===== src/rtl/pcie_glue_pkg.sv =====
package pcie_glue_pkg;

   // Register selected by the current bus address
   typedef enum logic [2:0] {
      SEL_NONE  = 3'd0,
      SEL_CTRL  = 3'd1,
      SEL_ISTAT = 3'd2,
      SEL_IMASK = 3'd3,
      SEL_HRST  = 3'd4,
      SEL_LINK  = 3'd5
   } reg_sel_e;

   localparam int unsigned HALF_W = 16;

   // Merge a bit-enabled write into an old value
   function automatic logic [HALF_W-1:0] bit_merge(
      input logic [HALF_W-1:0] old_v,
      input logic [HALF_W-1:0] new_v,
      input logic [HALF_W-1:0] en_v);
      return (old_v & ~en_v) | (new_v & en_v);
   endfunction

endpackage


===== src/rtl/pcie_glue_decode.sv =====
module pcie_glue_decode
   import pcie_glue_pkg::*;
#(
   parameter int unsigned ADDR_W   = 12,
   parameter int unsigned OFF_CTRL  = 'h000,
   parameter int unsigned OFF_ISTAT = 'h008,
   parameter int unsigned OFF_IMASK = 'h01C,
   parameter int unsigned OFF_HRST  = 'h180,
   parameter int unsigned OFF_LINK  = 'h300
) (
   input  logic [ADDR_W-1:0] addr_i,
   output reg_sel_e          sel_o
);
   localparam int unsigned WA_W = ADDR_W - 2;

   localparam logic [WA_W-1:0] WA_CTRL  = WA_W'(OFF_CTRL  >> 2);
   localparam logic [WA_W-1:0] WA_ISTAT = WA_W'(OFF_ISTAT >> 2);
   localparam logic [WA_W-1:0] WA_IMASK = WA_W'(OFF_IMASK >> 2);
   localparam logic [WA_W-1:0] WA_HRST  = WA_W'(OFF_HRST  >> 2);
   localparam logic [WA_W-1:0] WA_LINK  = WA_W'(OFF_LINK  >> 2);

   logic [WA_W-1:0] waddr;
   logic [1:0]      unused_byte_lane;

   assign waddr            = addr_i[ADDR_W-1:2];
   assign unused_byte_lane = addr_i[1:0];

   always_comb begin
      sel_o = SEL_NONE;
      if      (waddr == WA_CTRL)  sel_o = SEL_CTRL;
      else if (waddr == WA_ISTAT) sel_o = SEL_ISTAT;
      else if (waddr == WA_IMASK) sel_o = SEL_IMASK;
      else if (waddr == WA_HRST)  sel_o = SEL_HRST;
      else if (waddr == WA_LINK)  sel_o = SEL_LINK;
   end

endmodule


===== src/rtl/pcie_glue_bitreg.sv =====
module pcie_glue_bitreg #(
   parameter int unsigned       WIDTH     = 16,
   parameter logic [WIDTH-1:0]  RESET_VAL = '0
) (
   input  logic             clk,
   input  logic             rst_n,
   input  logic             wr_i,
   input  logic [WIDTH-1:0] val_i,
   input  logic [WIDTH-1:0] en_i,
   output logic [WIDTH-1:0] q_o
);
   if (WIDTH < 1 || WIDTH > 16) begin : g_bad_width
      $error("pcie_glue_bitreg: WIDTH must be 1..16");
   end

   // One flop per bit; each bit has its own write enable
   for (genvar b = 0; b < WIDTH; b++) begin : g_bit
      always_ff @(posedge clk or negedge rst_n) begin
         if (!rst_n)
            q_o[b] <= RESET_VAL[b];
         else if (wr_i && en_i[b])
            q_o[b] <= val_i[b];
      end
   end

endmodule


===== src/rtl/pcie_glue_intx.sv =====
module pcie_glue_intx #(
   parameter int unsigned N_LINES = 4
) (
   input  logic [N_LINES-1:0] line_i,
   input  logic [N_LINES-1:0] mask_i,
   output logic               irq_o
);
   logic [N_LINES-1:0] pass;

   for (genvar n = 0; n < N_LINES; n++) begin : g_gate
      assign pass[n] = line_i[n] & ~mask_i[n];
   end

   assign irq_o = |pass;

endmodule


===== src/rtl/pcie_glue_regbank.sv =====
module pcie_glue_regbank
   import pcie_glue_pkg::*;
#(
   parameter int unsigned ADDR_W     = 12,
   parameter int unsigned DATA_W     = 32,
   parameter int unsigned N_INTX     = 4,
   parameter int unsigned STATE_W    = 6,
   parameter int unsigned RC_BIT     = 6,
   parameter int unsigned TRAIN_LSB  = 2,
   parameter int unsigned ENH_BIT    = 4,
   parameter int unsigned LINKUP_LSB = 16,
   parameter int unsigned OFF_CTRL   = 'h000,
   parameter int unsigned OFF_ISTAT  = 'h008,
   parameter int unsigned OFF_IMASK  = 'h01C,
   parameter int unsigned OFF_HRST   = 'h180,
   parameter int unsigned OFF_LINK   = 'h300
) (
   input  logic              clk,
   input  logic              rst_n,
   input  logic              psel,
   input  logic              penable,
   input  logic              pwrite,
   input  logic [ADDR_W-1:0] paddr,
   input  logic [DATA_W-1:0] pwdata,
   output logic [DATA_W-1:0] prdata,
   input  logic [N_INTX-1:0] intx_i,
   input  logic [STATE_W-1:0] ltssm_state_i,
   input  logic              phy_link_up_i,
   input  logic              dl_link_up_i,
   output logic [HALF_W-1:0] ctl_word_o,
   output logic              rc_mode_o,
   output logic              train_start_o,
   output logic              enhanced_ctl_o,
   output logic              irq_o
);
   // Elaboration-time parameter checks
   if (DATA_W != 2 * HALF_W) begin : g_bad_data
      $error("pcie_glue_regbank: DATA_W must be 32");
   end
   if (N_INTX < 1 || N_INTX > HALF_W) begin : g_bad_intx
      $error("pcie_glue_regbank: N_INTX must be 1..16");
   end
   if (STATE_W > LINKUP_LSB || LINKUP_LSB + 2 > DATA_W) begin : g_bad_link
      $error("pcie_glue_regbank: link status fields overlap or overflow");
   end
   if (RC_BIT >= HALF_W || TRAIN_LSB + 1 >= HALF_W || ENH_BIT >= HALF_W) begin : g_bad_bits
      $error("pcie_glue_regbank: control bit index out of range");
   end
   if (ADDR_W < 3) begin : g_bad_addr
      $error("pcie_glue_regbank: ADDR_W too small");
   end

   reg_sel_e          sel;
   logic              wr_acc;
   logic [HALF_W-1:0] wval;
   logic [HALF_W-1:0] wen;
   logic [HALF_W-1:0] hrst_q;
   logic [N_INTX-1:0] imask_q;

   assign wr_acc = psel & penable & pwrite;
   assign wval   = pwdata[HALF_W-1:0];
   assign wen    = pwdata[DATA_W-1:HALF_W];

   pcie_glue_decode #(
      .ADDR_W   (ADDR_W),
      .OFF_CTRL (OFF_CTRL),
      .OFF_ISTAT(OFF_ISTAT),
      .OFF_IMASK(OFF_IMASK),
      .OFF_HRST (OFF_HRST),
      .OFF_LINK (OFF_LINK)
   ) u_decode (
      .addr_i(paddr),
      .sel_o (sel)
   );

   pcie_glue_bitreg #(.WIDTH(HALF_W)) u_ctrl (
      .clk  (clk),
      .rst_n(rst_n),
      .wr_i (wr_acc && sel == SEL_CTRL),
      .val_i(wval),
      .en_i (wen),
      .q_o  (ctl_word_o)
   );

   pcie_glue_bitreg #(.WIDTH(N_INTX)) u_imask (
      .clk  (clk),
      .rst_n(rst_n),
      .wr_i (wr_acc && sel == SEL_IMASK),
      .val_i(wval[N_INTX-1:0]),
      .en_i (wen[N_INTX-1:0]),
      .q_o  (imask_q)
   );

   pcie_glue_bitreg #(.WIDTH(HALF_W)) u_hrst (
      .clk  (clk),
      .rst_n(rst_n),
      .wr_i (wr_acc && sel == SEL_HRST),
      .val_i(wval),
      .en_i (wen),
      .q_o  (hrst_q)
   );

   pcie_glue_intx #(.N_LINES(N_INTX)) u_intx (
      .line_i(intx_i),
      .mask_i(imask_q),
      .irq_o (irq_o)
   );

   // Decoded control bits
   assign rc_mode_o      = ctl_word_o[RC_BIT];
   assign train_start_o  = &ctl_word_o[TRAIN_LSB +: 2];
   assign enhanced_ctl_o = hrst_q[ENH_BIT];

   // Read data mux; all unused bits read as zero
   always_comb begin
      prdata = '0;
      if (psel) begin
         unique case (sel)
            SEL_CTRL:  prdata[HALF_W-1:0]  = ctl_word_o;
            SEL_ISTAT: prdata[N_INTX-1:0]  = intx_i;
            SEL_IMASK: prdata[N_INTX-1:0]  = imask_q;
            SEL_HRST:  prdata[HALF_W-1:0]  = hrst_q;
            SEL_LINK: begin
               prdata[STATE_W-1:0]    = ltssm_state_i;
               prdata[LINKUP_LSB]     = phy_link_up_i;
               prdata[LINKUP_LSB + 1] = dl_link_up_i;
            end
            default:   prdata = '0;
         endcase
      end
   end

endmodule


===== config.mk =====
export PLATFORM = sky130hd
export DESIGN_NAME = pcie_glue_regbank
export DESIGN_NICKNAME = d
export VERILOG_FILES = /design/src/rtl/pcie_glue_pkg.sv /design/src/rtl/pcie_glue_decode.sv /design/src/rtl/pcie_glue_bitreg.sv /design/src/rtl/pcie_glue_intx.sv /design/src/rtl/pcie_glue_regbank.sv
export SDC_FILE = /design/constraint.sdc
export NUM_CORES = 1
export LEC_CHECK = 0
export BUFFER_PORTS_ARGS = -buffer_cell sky130_fd_sc_hd__buf_2
export CAP_MARGIN = 20
export CORE_MARGIN = 4
export CORE_UTILIZATION = 50
export DETAILED_ROUTE_END_ITERATION = 16
export PLACE_DENSITY = 0.94
export SETUP_SLACK_MARGIN = 0.05
export SLEW_MARGIN = 40
export SYNTH_ARGS = -nofsm -noshare
export SYNTH_HDL_FRONTEND = slang
export SYNTH_SLANG_ARGS = --single-unit

===== constraint.sdc =====
create_clock -name clk -period 2.77 [get_ports clk]
set_input_delay 0 -clock clk [delete_from_list [all_inputs] [get_ports clk]]
set_output_delay 0 -clock clk [all_outputs]
set_load 0.01 [all_outputs]

======== Yosys cells after proc, flatten, opt, wreduce, memory -nomap -nowiden ========
Index checks and enable logic that the tools add are counted.
storage, ports and cells
  register bits after elaboration ......... 36
  input bits .............................. 61
  output and inout port bits .............. 52
  word-level logic and storage cells ...... 107
cells by class
  equal/unequal tests ..................... 9
  multiplexer cells ....................... 10
  bitwise operators ....................... 10
  reduce and logical (&&, ||, !) cells .... 42
operators with widths
  kind                                                                    number
  1-bit logical AND                                                       39
  10-bit one-hot mux with 2 select lines                                  1
  4-bit one-hot mux with 5 select lines                                   1
  18-bit 2-to-1 mux                                                       1
  3-bit 2-to-1 mux                                                        5
  10-bit by 2-bit equality test with 1-bit output, second input constant  1
  10-bit by 3-bit equality test with 1-bit output, second input constant  1
  10-bit by 7-bit equality test with 1-bit output, second input constant  1
  10-bit by 8-bit equality test with 1-bit output, second input constant  1
  10-bit logical NOT                                                      1
  1-bit bitwise AND                                                       6
  3-bit by 2-bit equality test with 1-bit output, second input constant   2
  3-bit equality test, second input constant                              2
  2-bit one-hot mux with 3 select lines                                   1
  1-bit inverter                                                          4
  4-bit OR reduction                                                      1
  3-bit by 1-bit equality test with 1-bit output, second input constant   1
  2-bit 2-to-1 mux                                                        1
  2-bit AND reduction                                                     1

======== Logic depth before layout (Yosys ltp) ========
  depth after elaboration ................. 9
  depth in mapped cells ................... 8
  depth with buffers taken out ............ 4

======== By module ========
A second synthesis with hierarchy kept.
second synthesis, totals
  cell total of the unflattened synthesis .. 223
  area total of the unflattened synthesis .. 2,323.5 um^2
modules (own cells, without submodules)
  module                         times used  cells each  area an instance (um^2)  sequential area each (um^2)
  pcie_glue_bitreg (u_ctrl ...)  2           50          700.7                    400.4
  pcie_glue_regbank              1           93          618.1                    0.0
  pcie_glue_bitreg (u_imask)     1           12          175.2                    100.1
  pcie_glue_decode               1           13          91.3                     0.0
  pcie_glue_intx                 1           5           37.5                     0.0

======== Worst setup path after synthesis ========
Ideal clock, no wire load.
  path kind ............................... input-to-reg
  start ................................... input paddr[3]
  end ..................................... register u_hrst.q_o[12]
  setup time .............................. 125 ps
  arrival time ............................ 1,727 ps
  required time ........................... 2,645 ps
  slack ................................... 918 ps
  stages .................................. 7
  buffers on the path ..................... 3
  path through ............................ buf_6 > or4_4 > buf_6 > nor4b_4 > buf_6 > nand3_1 > mux2_4
between the ends
  word-level cells in the longest chain between the ends .. 9
  elaborated cells on any way between the ends .. 13
  classes of those cells .................. 5 x eq/ne; 5 x mux; 3 x reduce/logical
RTL lines
  what                                             line                     text
  start, declared                                  pcie_glue_regbank.sv:23  input logic [ADDR_W-1:0] paddr,
  10-bit by 8-bit equality test with 1-bit output  pcie_glue_decode.sv:34   else if (waddr == WA_LINK) sel_o = SEL_LINK;
  3-bit 2-to-1 mux                                 pcie_glue_decode.sv:34
  3-bit 2-to-1 mux                                 pcie_glue_decode.sv:33   else if (waddr == WA_HRST) sel_o = SEL_HRST;
  3-bit 2-to-1 mux                                 pcie_glue_decode.sv:32   else if (waddr == WA_IMASK) sel_o = SEL_IMASK;
  3-bit 2-to-1 mux                                 pcie_glue_decode.sv:31   else if (waddr == WA_ISTAT) sel_o = SEL_ISTAT;
  3-bit 2-to-1 mux (*)                             pcie_glue_decode.sv:30   if (waddr == WA_CTRL) sel_o = SEL_CTRL;
  3-bit equality test (*)                          pcie_glue_regbank.sv:97  .wr_i (wr_acc && sel == SEL_HRST),
  1-bit logical AND (*)                            pcie_glue_regbank.sv:97
  1-bit logical AND (*)                            pcie_glue_bitreg.sv:21   else if (wr_i && en_i[b])
  end signal, assigned by index                    pcie_glue_bitreg.sv:20   q_o[b] <= RESET_VAL[b];
  end signal, assigned by index                    pcie_glue_bitreg.sv:22   q_o[b] <= val_i[b];
  end, declared                                    pcie_glue_bitreg.sv:10   output logic [WIDTH-1:0] q_o
Every way passes the cells marked *; elsewhere a longest branch is shown, timed or not.
A chain may end at the register's enable or synchronous reset.

======== Final worst setup path ========
  start ................................... input paddr[6]
  end ..................................... register u_imask.q_o[3]
between the ends
  word-level cells in the longest chain between the ends .. 9
  elaborated cells on any way between the ends .. 13
  classes of those cells .................. 5 x eq/ne; 5 x mux; 3 x reduce/logical
RTL lines
  what                                                line                     text
  10-bit by 8-bit equality test with 1-bit output     pcie_glue_decode.sv:34
  3-bit 2-to-1 mux                                    pcie_glue_decode.sv:34
  3-bit 2-to-1 mux                                    pcie_glue_decode.sv:33
  3-bit 2-to-1 mux                                    pcie_glue_decode.sv:32
  3-bit 2-to-1 mux                                    pcie_glue_decode.sv:31
  3-bit 2-to-1 mux (*)                                pcie_glue_decode.sv:30
  3-bit by 2-bit equality test with 1-bit output (*)  pcie_glue_regbank.sv:88  .wr_i (wr_acc && sel == SEL_IMASK),
  1-bit logical AND (*)                               pcie_glue_regbank.sv:88
  1-bit logical AND (*)                               pcie_glue_bitreg.sv:21
  end signal, assigned by index                       pcie_glue_bitreg.sv:20
  end signal, assigned by index                       pcie_glue_bitreg.sv:22
  end, declared                                       pcie_glue_bitreg.sv:10
Marks and branches as above.

==> results.toml <==
[setup_path]
crit_path_top_delay_cell = "nor4b_2"
slowest_delay_ns = 0.75
worstPathArrival_ns = 2.31
worst-path-buf-inv = 2
crit_path_end_kind = "register"
crit_fanout = 8
crit_chain = "buf_2 -> or3_1 -> nor4b_2 -> a21oi_1 -> a31o_2 -> dlygate4sd3_1"
crit_path_start_kind = "input pin"
path_class = "in -> reg"
required_ns = 2.93
crit_family = "simple AND/OR/NAND/NOR gates"

[flow_run]
max-cap-violations = 0

[route]
drc = 0
drt.antenna.violating_nets = 0
viasPerCell = 5.86
dr.first_iter.drc_count = 168
wl_met3_um = 552
drt_first_pass_iters = 4
postRouteWirelength_mm = 6.87
met2WireLength_mm = 3.49
top_layer = "met4"
wirelength_met1_mm = 2.60
wl_per_cell_um = 17.4
vias = 2307

[clocking]
cts_sinks = 36
clockBufferDepth = 2
cts_made_buffers = 5
insertion_delay_ns = 0.28
cts_resized = 0
clk_pin_slew_worst_paths_ns = 0.07
cts_tree = "built"
htreeDepth = 2
root_buffer = "clkbuf_8"

[timing]
drv_slew = 0
skew_ns = 0
rsz0062_at_grt = "no"
finalSetupViolations = 0
period_needed_ns = 2.15
tightest_slew_ns = 0.779
tns_ns = 0
slew_headroom_pct = 47.9
clock.fmax_ghz = 0.464
hold_viol = 0
fin_crit_sh_pct = 77.7
hold_slack_ns = 0.0478

[synth]
yosysTopAreaCell = "dfrtp_1"
synthTopCellsByArea = "dfrtp_1 39%, mux2_2 9.2%, nand3_1 7.3%"
syn_area_mm2 = 0.00232
ys_seq_area_share_pct = 38.8
ys_seq_elements = 36
synthCells = 229
syn_avg_cell_area_um2 = 10.1
ys_warn_count = 0
yosysTopAreaCellShare_pct = 38.8
ys_types = 37

[layout]
drive_gt1_share_pct = 42.7
fin_nets = 402
layout_commonest_cell = "buf_2"
antenna_cells = 0
final_cell_mix = "95 x buf_2, 36 x dfrtp_1, 34 x nand3_1"
area_growth_pct = 32.9
design_area_mm2 = 0.00309

[floorplan]
ios = 113
placementRows = 24
die_h_um = 76.2
core_mm2 = 0.00441
dieWidth_um = 76.2
initial_utilization_pct = 52.6
die_area_mm2 = 0.00580

[grt]
grt_pass1_vias = 2369
grt-ovfl-total = 0
antenna_found_initial = 0
grt_max_degree = 37
grt_pass1_wl_mm = 11.3
grt.total_usage_pct = 23.6

[status]
status = "finished clean"

[power]
p_per_area_mw_per_mm2 = 383
ir_worst_vdd_mv = 0.306
power.total_mw = 1.18
leakage_nw = 1.58

[place]
io_buffers = 96
gp_congestion = 0.894
placed_area_mm2 = 0.00275
hpwlAfterDp_mm = 4.73

[worst_hold_path]
hold_class = "in -> reg"
where the power goes:
part	internal [mW]	switching, mW
sequential	0.527	0.000859
combinational	0.0668	0.0817
clock	0.318	0.188
layer usage:
metal  vias to the layer above  GRT usage (%)
met5                         -              0
met4                         0           12.1
met3                        25           6.62
met2                       124           39.3
met1                      1116           27.7
li1                       1042              -
final timing paths:
check                                           start                         end  slack [ns]  cells past startpoint
hold / removal                             pwdata[25]   u_ctrl.q_o[9]$_DFFE_PN0P_        0.05                      3
setup reg to reg           u_imask.q_o[3]$_DFFE_PN0P_  u_imask.q_o[3]$_DFFE_PN0P_        1.38                      4
max in group asynchronous                       rst_n  u_ctrl.q_o[14]$_DFFE_PN0P_        2.22                      2
setup / recovery                             paddr[6]  u_imask.q_o[3]$_DFFE_PN0P_        0.62                      6
min in group asynchronous                       rst_n   u_ctrl.q_o[0]$_DFFE_PN0P_        0.21                      2
hold reg to reg             u_hrst.q_o[9]$_DFFE_PN0P_   u_hrst.q_o[9]$_DFFE_PN0P_        0.52                      1
kinds of logic after synthesis:
group / after synthesis / share of synthesized area [%]
AND/OR/NAND/NOR: 82 / 20.2
AO/OA/AOI/OAI: 39 / 12.3
multiplexers: 36 / 18.8
flip-flops: 36 / 38.8
buffers and inverters: 34 / 9.37
XOR/XNOR: 1 / 0.377
other: 1 / 0.161
worst reg2reg max path, stage by stage, from the launching register on:
cell	delay, ns
dfrtp_1	0.36
inv_1	0.08
a21oi_1	0.05
a31o_2	0.23
dlygate4sd3_1	0.55
flip-flops by register name, summed over array words and instances, names as in the netlist:
| name | cells |
|---|---|
| u_ctrl.q_o | 16 |
| u_hrst.q_o | 16 |
| u_imask.q_o | 4 |
stage by stage:
step	utilization (%)	setup WS, ns	instances
final	70.0	0.616	394
after global routing	70.0	0.460	394
after CTS	69.7	0.664	393
after detailed placement	62.3	0.855	365
after global placement	62.3	0.902	365
after floorplan	-	0.918	242
area by class of cell:
type	count	area (um^2)
flip-flops and latches	36	901
repair buffers	121	723
fillers	352	1330
clock inverters	1	30.0
multi-input cells	172	1250
well taps	52	65.1
inverters	5	18.8
clock buffers	7	96.3
repair_timing:
action | in CTS | in global routing
hold buffers | 20 | 1
endpoints found under the hold margin | 72 | 1
setup buffers | 0 | 0
cells in the mapped netlist (all sizes together):
cell	count
dfrtp	36
nand3	34
mux2	32
buf	23
nand2	11
nand4	11
a21boi	10
nor2	9
a22oi	8
a22o	6
clkbuf	6
inv	5
a21oi	4
a31o	4
mux2i	4
o22ai	4
or3	3
and4	2
nor2b	2
nor3	2
nor4b	2
o21ai	2
a211oi	1
and2	1
and3	1
conb	1
nand3b	1
nand4b	1
or2	1
or4	1
xor2	1
Power figures use the tool's default switching activity.
